===== src/rtl/ipi_mbox_pkg.sv =====
package ipi_mbox_pkg;
  localparam int TYPE_W = 3;
  localparam int PEND_W = 5;

  typedef enum logic [TYPE_W-1:0] {
    MSG_NOP      = 3'd0,
    MSG_RESCHED  = 3'd1,
    MSG_CALL_SET = 3'd2,
    MSG_CALL_ONE = 3'd3,
    MSG_STOP     = 3'd4
  } msgType_e;

  typedef struct packed {
    logic              clr;
    logic [PEND_W-1:0] setBits;
  } coreStrobe_t;

  function automatic logic [PEND_W-1:0] codeToBit(input logic [TYPE_W-1:0] code);
    logic [PEND_W-1:0] bitVec;
    bitVec = '0;
    case (code)
      MSG_RESCHED:  bitVec[1] = 1'b1;
      MSG_CALL_SET: bitVec[2] = 1'b1;
      MSG_CALL_ONE: bitVec[3] = 1'b1;
      MSG_STOP:     bitVec[4] = 1'b1;
      default:      bitVec = '0;
    endcase
    return bitVec;
  endfunction
endpackage


===== src/rtl/ipi_mbox_ctrl.sv =====
module ipi_mbox_ctrl
  import ipi_mbox_pkg::*;
#(
  parameter int NUM_CORES   = 4,
  parameter int NUM_SENDERS = 2
) (
  input  logic                              clk,
  input  logic                              rst_n,
  input  logic [NUM_SENDERS-1:0]            sendValid,
  input  logic [NUM_SENDERS*NUM_CORES-1:0]  sendMask,
  input  logic [NUM_SENDERS*TYPE_W-1:0]     sendType,
  input  logic [NUM_CORES-1:0]              swapReq,
  output coreStrobe_t [NUM_CORES-1:0]       strobes
);
  logic [NUM_CORES-1:0] coreHit;

  always_comb begin
    for (int c = 0; c < NUM_CORES; c++) begin
      strobes[c].setBits = '0;
      strobes[c].clr     = swapReq[c];
      for (int s = 0; s < NUM_SENDERS; s++) begin
        if (sendValid[s] && sendMask[s*NUM_CORES + c]) begin
          strobes[c].setBits = strobes[c].setBits | codeToBit(sendType[s*TYPE_W +: TYPE_W]);
        end
      end
    end
  end

  always_comb begin
    coreHit = '0;
    for (int s = 0; s < NUM_SENDERS; s++) begin
      coreHit = coreHit | (sendMask[s*NUM_CORES +: NUM_CORES] & {NUM_CORES{sendValid[s]}});
    end
  end

  generate
    for (genvar c = 0; c < NUM_CORES; c++) begin : g_chk
      AST_UNADDRESSED_QUIET: assert property (@(posedge clk) disable iff (!rst_n)
        !coreHit[c] |-> strobes[c].setBits == '0);
      AST_NOOP_BIT_CLEAR: assert property (@(posedge clk) disable iff (!rst_n)
        strobes[c].setBits[0] == 1'b0);
    end
  endgenerate
endmodule


===== src/rtl/ipi_mbox_dp.sv =====
module ipi_mbox_dp
  import ipi_mbox_pkg::*;
#(
  parameter int NUM_CORES = 4
) (
  input  logic                          clk,
  input  logic                          rst_n,
  input  coreStrobe_t [NUM_CORES-1:0]   strobes,
  output logic [NUM_CORES*PEND_W-1:0]   swapData,
  output logic [NUM_CORES-1:0]          irq
);
  logic [PEND_W-1:0] pendWord [NUM_CORES];

  generate
    for (genvar c = 0; c < NUM_CORES; c++) begin : g_core
      always_ff @(posedge clk) begin
        if (!rst_n) pendWord[c] <= '0;
        else        pendWord[c] <= (strobes[c].clr ? '0 : pendWord[c]) | strobes[c].setBits;
      end

      assign irq[c] = |pendWord[c];
      assign swapData[c*PEND_W +: PEND_W] = strobes[c].clr ? pendWord[c] : '0;

      AST_SWAP_KEEPS_NEW: assert property (@(posedge clk) disable iff (!rst_n)
        strobes[c].clr |=> pendWord[c] == $past(strobes[c].setBits));
      AST_NO_LOSS: assert property (@(posedge clk) disable iff (!rst_n)
        !strobes[c].clr |=> (pendWord[c] & $past(pendWord[c])) == $past(pendWord[c]));
      AST_IRQ_ON_SET: assert property (@(posedge clk) disable iff (!rst_n)
        (|strobes[c].setBits) |=> irq[c]);
      AST_IDLE_STABLE: assert property (@(posedge clk) disable iff (!rst_n)
        (!strobes[c].clr && strobes[c].setBits == '0) |=> $stable(pendWord[c]));
    end
  endgenerate
endmodule


===== src/rtl/ipi_mbox.sv =====
module ipi_mbox
  import ipi_mbox_pkg::*;
#(
  parameter int NUM_CORES   = 4,
  parameter int NUM_SENDERS = 2
) (
  input  logic                              clk,
  input  logic                              rst_n,
  input  logic [NUM_SENDERS-1:0]            sendValid,
  input  logic [NUM_SENDERS*NUM_CORES-1:0]  sendMask,
  input  logic [NUM_SENDERS*3-1:0]          sendType,
  input  logic [NUM_CORES-1:0]              swapReq,
  output logic [NUM_CORES*5-1:0]            swapData,
  output logic [NUM_CORES-1:0]              irq
);
  coreStrobe_t [NUM_CORES-1:0] strobes;

  ipi_mbox_ctrl #(.NUM_CORES(NUM_CORES), .NUM_SENDERS(NUM_SENDERS)) ctrl_i (
    .clk(clk), .rst_n(rst_n), .sendValid(sendValid), .sendMask(sendMask),
    .sendType(sendType), .swapReq(swapReq), .strobes(strobes)
  );

  ipi_mbox_dp #(.NUM_CORES(NUM_CORES)) dp_i (
    .clk(clk), .rst_n(rst_n), .strobes(strobes), .swapData(swapData), .irq(irq)
  );
endmodule


===== config.mk =====
export PLATFORM = sky130hd
export DESIGN_NAME = ipi_mbox
export DESIGN_NICKNAME = d
export VERILOG_FILES = /design/src/rtl/ipi_mbox_pkg.sv /design/src/rtl/ipi_mbox_ctrl.sv /design/src/rtl/ipi_mbox_dp.sv /design/src/rtl/ipi_mbox.sv
export SDC_FILE = /design/constraint.sdc
export NUM_CORES = 1
export LEC_CHECK = 0
export ABC_AREA = 1
export BUFFER_PORTS_ARGS = -buffer_cell sky130_fd_sc_hd__buf_2
export CORE_MARGIN = 2
export CORE_UTILIZATION = 50
export CTS_CLUSTER_DIAMETER = 100
export DETAILED_ROUTE_END_ITERATION = 8
export GPL_TIMING_DRIVEN = 0
export PLACE_DENSITY = 0.89
export SKIP_LAST_GASP = 1
export SYNTH_ARGS = -nofsm -noshare
export SYNTH_HDL_FRONTEND = slang
export SYNTH_HIERARCHICAL = 1
export SYNTH_SLANG_ARGS = --single-unit

===== constraint.sdc =====
create_clock -name clk -period 1 [get_ports clk]
set_input_delay 0.25 -clock clk [delete_from_list [all_inputs] [get_ports clk]]
set_output_delay 0.25 -clock clk [all_outputs]
set_load 0.01 [all_outputs]

# Word-level counts from Yosys, hierarchy flattened
# Memories as Yosys holds them, arrays and structs flattened.
# Index checks and enable logic that the tools add are counted.
[totals]
output_inout_bits = 24
mem_bits_rw = 20
register_bits = 0
wordCells = 83
memories = 1
[memory_table]
columns = ["name", "words", "width", "read_ports", "rd_ports_with_merged_regs", "wr", "line_no", "rtl"]
rows = [
  ["dp_i.pendWord", 4, 5, 4, 0, 4, "ipi_mbox_dp.sv:12", "logic [PEND_W-1:0] pendWord [NUM_CORES];"],
]
[classes]
muxes = 50
eq_ne = 8
reduce_logical = 12
bitwise_logic = 12
[ops]
columns = ["operator", "count"]
rows = [
  ["$mux W5", 20],
  ["$or A5 B5 Y5", 8],
  ["$mux W1", 30],
  ["$reduce_or A5 Y1", 4],
  ["$eq A3 B2 Y1 const B", 4],
  ["$logic_and A1 B1 Y1", 8],
  ["$eq A3 B1 Y1 const B", 2],
  ["$eq A3 B3 Y1 const B", 2],
  ["$or A1 B1 Y1", 4],
]

# Depth between registers and ports, before layout
# Gate-level depths: netlist of the first run.
[logic_depth]
ltp_word = 7
depth_mapped = 6

# Hierarchy
# The synthesis of the first run kept the hierarchy.
[by_module_without_submodules]
columns = ["module", "cells_per_inst", "n_inst", "area_each_um2", "seq_area_each_um2"]
rows = [
  ["ipi_mbox_dp", 139, 1, 969.7, 400.4],
  ["ipi_mbox_ctrl", 87, 1, 391.6, 0.0],
]

# Least setup slack after synthesis of the first run
# No wires, ideal clock.
[synth_path]
path_type = "input to register"
start = "in sendType[5]"
end = "mem dp_i.pendWord[0][1]"
path_buffers = 0
t_arrival_ns = 0.725
setup_ns = 0.066
setup_slack_ns = 0.209
path_stages = 5
path_cell_list = "nor2_1 > nand3_1 > nand2_1 > inv_1 > a21oi_2"
[synth_rtl]
columns = ["element", "line_no", "rtl"]
rows = [
  ["from (decl)", "ipi_mbox.sv:11", "input logic [NUM_SENDERS*3-1:0] sendType,"],
  ["to (decl)", "ipi_mbox_dp.sv:12", ""],
]

==> metrics.txt, run 1 <==
antenna violations before repair 0; Worst Path Required 750 ps; clk buf depth 2; worst min-delay path class in2reg; Worst VDD drop 0.603 mV; highest net fanout along the worst path 3; Seq/Total Area, Yosys 0.294; YS warnings 6; Placeable Area 2520 sq um; Largest register FFs 20; Core Util, Final 0.680; Final Cycle Share 1.21; Netlist cell types 11; # IOs 46; setup TNS -2840 ps; worst r2r dst dp_i/pendWord[0][8]$_SDFF_PN0_; clock-pin slew on the worst setup and hold paths 120 ps; Arr. time, crit path 960 ps; Initial Util 0.540; width of the die 56.2 microns; Detailed Place HPWL 2.22 mm; vias in the first global route 1165; post-route minimum period 1210 ps; Lkg Pwr 1.01 nW; flops & latches, synth 20; HP Start swapReq[1]; die area 3160 sq um; worst hold path stage count 4; Inst Count DP 300; H-tree depth 1; CTS root buf clkbuf_4; violated checks negative setup slack; Port Buffers 41; largest register by flop count dp_i/pendWord; origin of the critical flop-to-flop path dp_i/pendWord[0][8]$_SDFF_PN0_; Post-route DRC 0; DIE HEIGHT 56.2 microns; final hold vios 0; reg-to-reg setup timing slack 370 ps; Post-Syn Area 1360 sq um; synth-to-layout area growth 26.0%; worst skew pair latency 290 ps; drt pass-1 iters 4; Final Instance Count excl. Fillers 304; n_diodes 0; Clock Sinks 20; final RePlAce weighted congestion 0.856; endpoints failing setup 24; largest net degree at the start of global routing 12; DR iter-0 viols 86; status finished with violations; global-route wire length before repair 4.72 mm; share of layout cells above drive strength 1 0.409; maximum clock rate 825 MHz; Post-Route WL 2.79 mm; CTS tree built; Slew Viols, Final 0; FP Rows 18; post-synthesis cell count 226; biggest regs dp_i/pendWord x20; Cell Pwr Density 976 nW/um^2; grt total ovfl 0; critical path class reg2out; Worst Setup End Kind output port; RSZ-0062 raised after global routing yes; Post-DRT Antenna Nets 0; Final WS setup -212 ps; WHS Endpoint dp_i/pendWord[0][5]$_SDFF_PN0_; Mean Syn Cell Area 6.02 sq um; Power Total 1.67 mW; CTS Buf Count 3; Worst Skew 0 ps; Reg2Reg Depth 2; Max-Cap Viols 0; vias per cell 4.65; CP Launch Type register; Via Count 1414; gr usage total 0.179; drt wl/cell 9.17 microns; fin nets 297
[per-layer routing]
layer  wire, microns  up-vias  track usage
li1                -      755            -
met1            1310      610        0.239
met2            1300       47        0.303
met3             160        2       0.0186
met4              19        0       0.0544
met5               0        -            0
[through the flow]
| stage | hold WS [ps] | setup WS (ps) | instance area, sq um |
|---|---|---|---|
| floorplan | 455 | 209 | 1370 |
| finish | 261 | -212 | 1720 |
| CTS | 255 | -218 | 1680 |
| global route | 262 | -270 | 1720 |
| global placement | 471 | -59.7 | 1620 |
| detailed placement | 471 | -99.3 | 1620 |
[critical path: stages (launching register included)]
cell and delay, ps:
dfxtp_2 350, nor2_1 100, nand3b_1 80, buf_2 140
[cell type report]
type                            count  area (sq um)
Fill cell                         237           807
Multi-Input combinational cell    142           703
Sequential cell                    20           425
Timing Repair Buffer               41           224
Inverter                           57           214
Buffer                             10          75.1
Tap cell                           30          37.5
Clock buffer                        4          36.3
[cell families (layout without fill, tap and decap cells)]
kind of cell	count (synthesis)	in the layout	synth area share
and+or+nand+nor	118	118	0.362
buffers and inverters	67	112	0.212
AOI/OAI and AO/OA	20	20	0.129
DFF	20	20	0.294
other	1	4	0.00275
[cell usage in the layout, fill, tap and decap left out]
cell      netlist  routed
nand2_1        74      70
inv_1          53      50
buf_2           0      38
nand3_1        24      24
a21oi_2        20      20
dfxtp_2         0      20
nor2_1         14      10
buf_4          10      10
inv_2           4       7
nor2_2          2       6
conb_1          1       4
nand2_2         0       4
nand3b_1        4       4
clkbuf_4        0       3
buf_6           0       3
clkbuf_8        0       1
[report_power, final]
group          internal [mW]  switching, mW  total, mW
sequential             0.830         0.0229      0.853
clock                  0.222          0.248      0.469
combinational          0.144          0.207      0.351
[synth_stat cells]
cell type,instances,area [sq um]
a21oi_2,20,175
buf_4,10,75.1
conb_1,1,3.75
dfxtp_1,20,400
inv_1,53,199
inv_2,4,15.0
nand2_1,74,278
nand3_1,24,120
nand3b_1,4,30.0
nor2_1,14,52.6
nor2_2,2,12.5
[repair_timing]
action,CTS,global route
gates resized for setup,20,14
setup endpoints to repair,24,24
hold buffers,0,0
setup buffers,0,0
pin swaps,21,5
[how the worst max path moves through the flow]
stage	depth (start not counted)	end	startpoint
global placement	6	dp_i/pendWord[1][6]$_SDFF_PN0_	sendType[2]
CTS	3	irq[1]	dp_i/pendWord[0][7]$_SDFF_PN0_
finish	3	irq[3]	dp_i/pendWord[1][8]$_SDFF_PN0_
global route	3	irq[2]	dp_i/pendWord[1][2]$_SDFF_PN0_
floorplan	5	dp_i/pendWord[0][1]$_SDFF_PN0_	sendType[5]
detailed placement	6	dp_i/pendWord[0][6]$_SDFF_PN0_	sendType[2]
Note: power is estimated with default switching activity, not from simulation.
==> run 2, diff against run 1 <==
--- a/config.mk
+++ b/config.mk
@@ -7,7 +7,6 @@
 export LEC_CHECK = 0
 export ABC_AREA = 1
 export BUFFER_PORTS_ARGS = -buffer_cell sky130_fd_sc_hd__buf_2
-export CORE_MARGIN = 2
 export CORE_UTILIZATION = 50
 export CTS_CLUSTER_DIAMETER = 100
 export DETAILED_ROUTE_END_ITERATION = 8
==> metrics.txt, run 2 (synthesis gave the netlist of run 1 again) <==
status finished with violations; violated checks negative setup slack; H-tree depth 1 (unchanged); Post-CTS Setup Bufs 0 (unchanged); drt pass-1 iters 7 (+3); most frequent cells in the layout nand2_1, inv_1, buf_2; highest net fanout along the worst path 3 (unchanged); Int Pwr 1.20 mW (+0.52%); # IOs 46 (unchanged); met2 usage 0.358 (+0.0552); NetSw 0.473 mW (-1.1%); Initial Util 0.540 (unchanged); DIE HEIGHT 54.2 microns (-3.6%); vias per cell 4.64 (-0.14%); drt wl/cell 9.47 microns (+3.3%); Largest register FFs 20 (unchanged); CTS tree built; multi-input logic area 706 sq um (+0.36%); final hold vios 0 (unchanged); antenna violations before repair 0 (unchanged); Clock Power Share 0.276 (-0.004); Worst Path Required 750 ps (about the same); CP top delay family flip-flops; leading cell type in the layout, fill and taps excluded nand2_1; fin nets 297 (unchanged); worst min-delay path class in2reg; final hold slack 260 ps (-1.45 ps); Placeable Area 2520 sq um (unchanged); share of total power in combinational logic 0.215 (+0.005); Worst Setup End Kind output port; fillers 233 (-1.7%); maximum clock rate 826 MHz (+0.12%); vias in the first global route 1048 (-10%); post-route cell area 1760 sq um (+2.3%); worst skew pair latency 290 ps (about the same); Detailed Place HPWL 2.20 mm (-1.2%); CTS root buf clkbuf_4; Worst path slowest cell dfxtp_2; DR iter-0 viols 57 (-34%); gr usage total 0.207 (+0.0276); DP Area 1620 sq um (unchanged); Final WS setup -210 ps (+1.49 ps); # hold bufs at CTS 0 (unchanged); synth-to-layout area growth 29.0%; Reg power frac 0.510 (about the same); critical path class reg2out; final RePlAce weighted congestion 0.843 (-1.6%); Clock Sinks 20 (unchanged); largest net degree at the start of global routing 12 (unchanged); share of layout cells above drive strength 1 0.423 (+0.0146); Post-route DRC 0 (unchanged); CP Launch Type register; Worst Path Buf+Inv 1 (unchanged); grt total ovfl 0 (unchanged); Post-Route WL 2.88 mm (+3.3%); Cell Pwr Density 954 nW/um^2 (-2.2%); Net Sw Frac 0.282 (-0.00328); Via Count 1412 (-0.14%); global-route wire length before repair 4.33 mm (-8.2%); Post-DRT Antenna Nets 0 (unchanged); Max-Cap Viols 0 (unchanged); crit-path cells nor2_2 > nand3b_1 > buf_2; RSZ-0062 raised after global routing yes; width of the die 54.2 microns (-3.6%); busiest layer in global routing met2; Worst Skew 0 ps (unchanged); n_diodes 0 (unchanged); Power Total 1.67 mW (about the same); FP Rows 18 (unchanged); post-route minimum period 1210 ps (-1.49 ps); Final Cycle Share 1.21 (-0.00149); CTS Buf Count 3 (unchanged); largest register by flop count dp_i/pendWord; endpoints failing setup 24 (unchanged); Slew Viols, Final 0 (unchanged); Worst VDD drop 0.576 mV (-4.5%); Port Buffers 41 (unchanged); clock-pin slew on the worst setup and hold paths 110 ps (about the same); Seq. cell area 425 sq um (unchanged); GR Util met1 0.256 (+0.0169); Arr. time, crit path 960 ps (about the same); Lkg Pwr 1.01 nW (-0.28%); biggest regs dp_i/pendWord x20; clk buf depth 2 (unchanged); die area 2940 sq um (-7.0%); grt met3 use 0.0282 (+0.00964); max incr delay on CP 350 ps (about the same)
-- run 2: final cells by class --
class	instances	area share
Buffer	10	0.0428
Clock buffer	4	0.0207
Inverter	57	0.122
Multi-Input combinational cell	142	0.402
Sequential cell	20	0.242
Tap cell	30	0.0214
Timing Repair Buffer	41	0.149
-- run 2: what timing repair did --
| item | in CTS | in global routing |
|---|---|---|
| pin swaps | 23 | 6 |
| setup endpoints to repair | 24 | 24 |
| gates resized for setup | 20 | 24 |
-- run 2: final timing paths --
check,slack (ps),depth (start not counted),endpoint,from
worst max register to register,370,2,dp_i/pendWord[1][7]$_SDFF_PN0_,dp_i/pendWord[1][7]$_SDFF_PN0_
worst min register to register,480,2,dp_i/pendWord[1][6]$_SDFF_PN0_,dp_i/pendWord[1][6]$_SDFF_PN0_
worst max-delay path,-210,3,irq[1],dp_i/pendWord[0][5]$_SDFF_PN0_
worst min-delay path,260,4,dp_i/pendWord[1][1]$_SDFF_PN0_,swapReq[2]
-- run 2: per-layer routing --
layer  vias to the layer above  routed length (microns)
met3                         2                      195
li1                        757                        -
met2                        50                     1410
met1                       603                     1260
met5                         -                        0
met4                         0                       19
-- run 2: tightest hold or removal path: cells and delay by family --
kind	cells	cell delay, ps
AOI/OAI and AO/OA	1	40
buffers and inverters	2	180
and+or+nand+nor	1	70
-- run 2: power by group through the flow --
| stage | sequential, mW | combinational, mW | clock (mW) |
|---|---|---|---|
| 2_1_floorplan | 0.858 | 0.229 | 0 |
| 3_3_place_gp | 0.862 | 0.336 | 0 |
| 3_5_place_dp | 0.862 | 0.342 | 0 |
| 4_1_cts | 0.849 | 0.344 | 0.478 |
| 5_1_grt | 0.858 | 0.403 | 0.512 |
| 6_report | 0.854 | 0.359 | 0.461 |
-- run 2: through the flow --
step	setup TNS [ps]	cells	setup slack (ps)	utilization
5_1_grt	-4390	304	-267	0.696
2_1_floorplan	0	229	209	-
3_3_place_gp	-313	300	-51.1	0.640
6_report	-2820	304	-210	0.696
3_5_place_dp	-477	300	-68.8	0.640
4_1_cts	-3110	304	-218	0.665
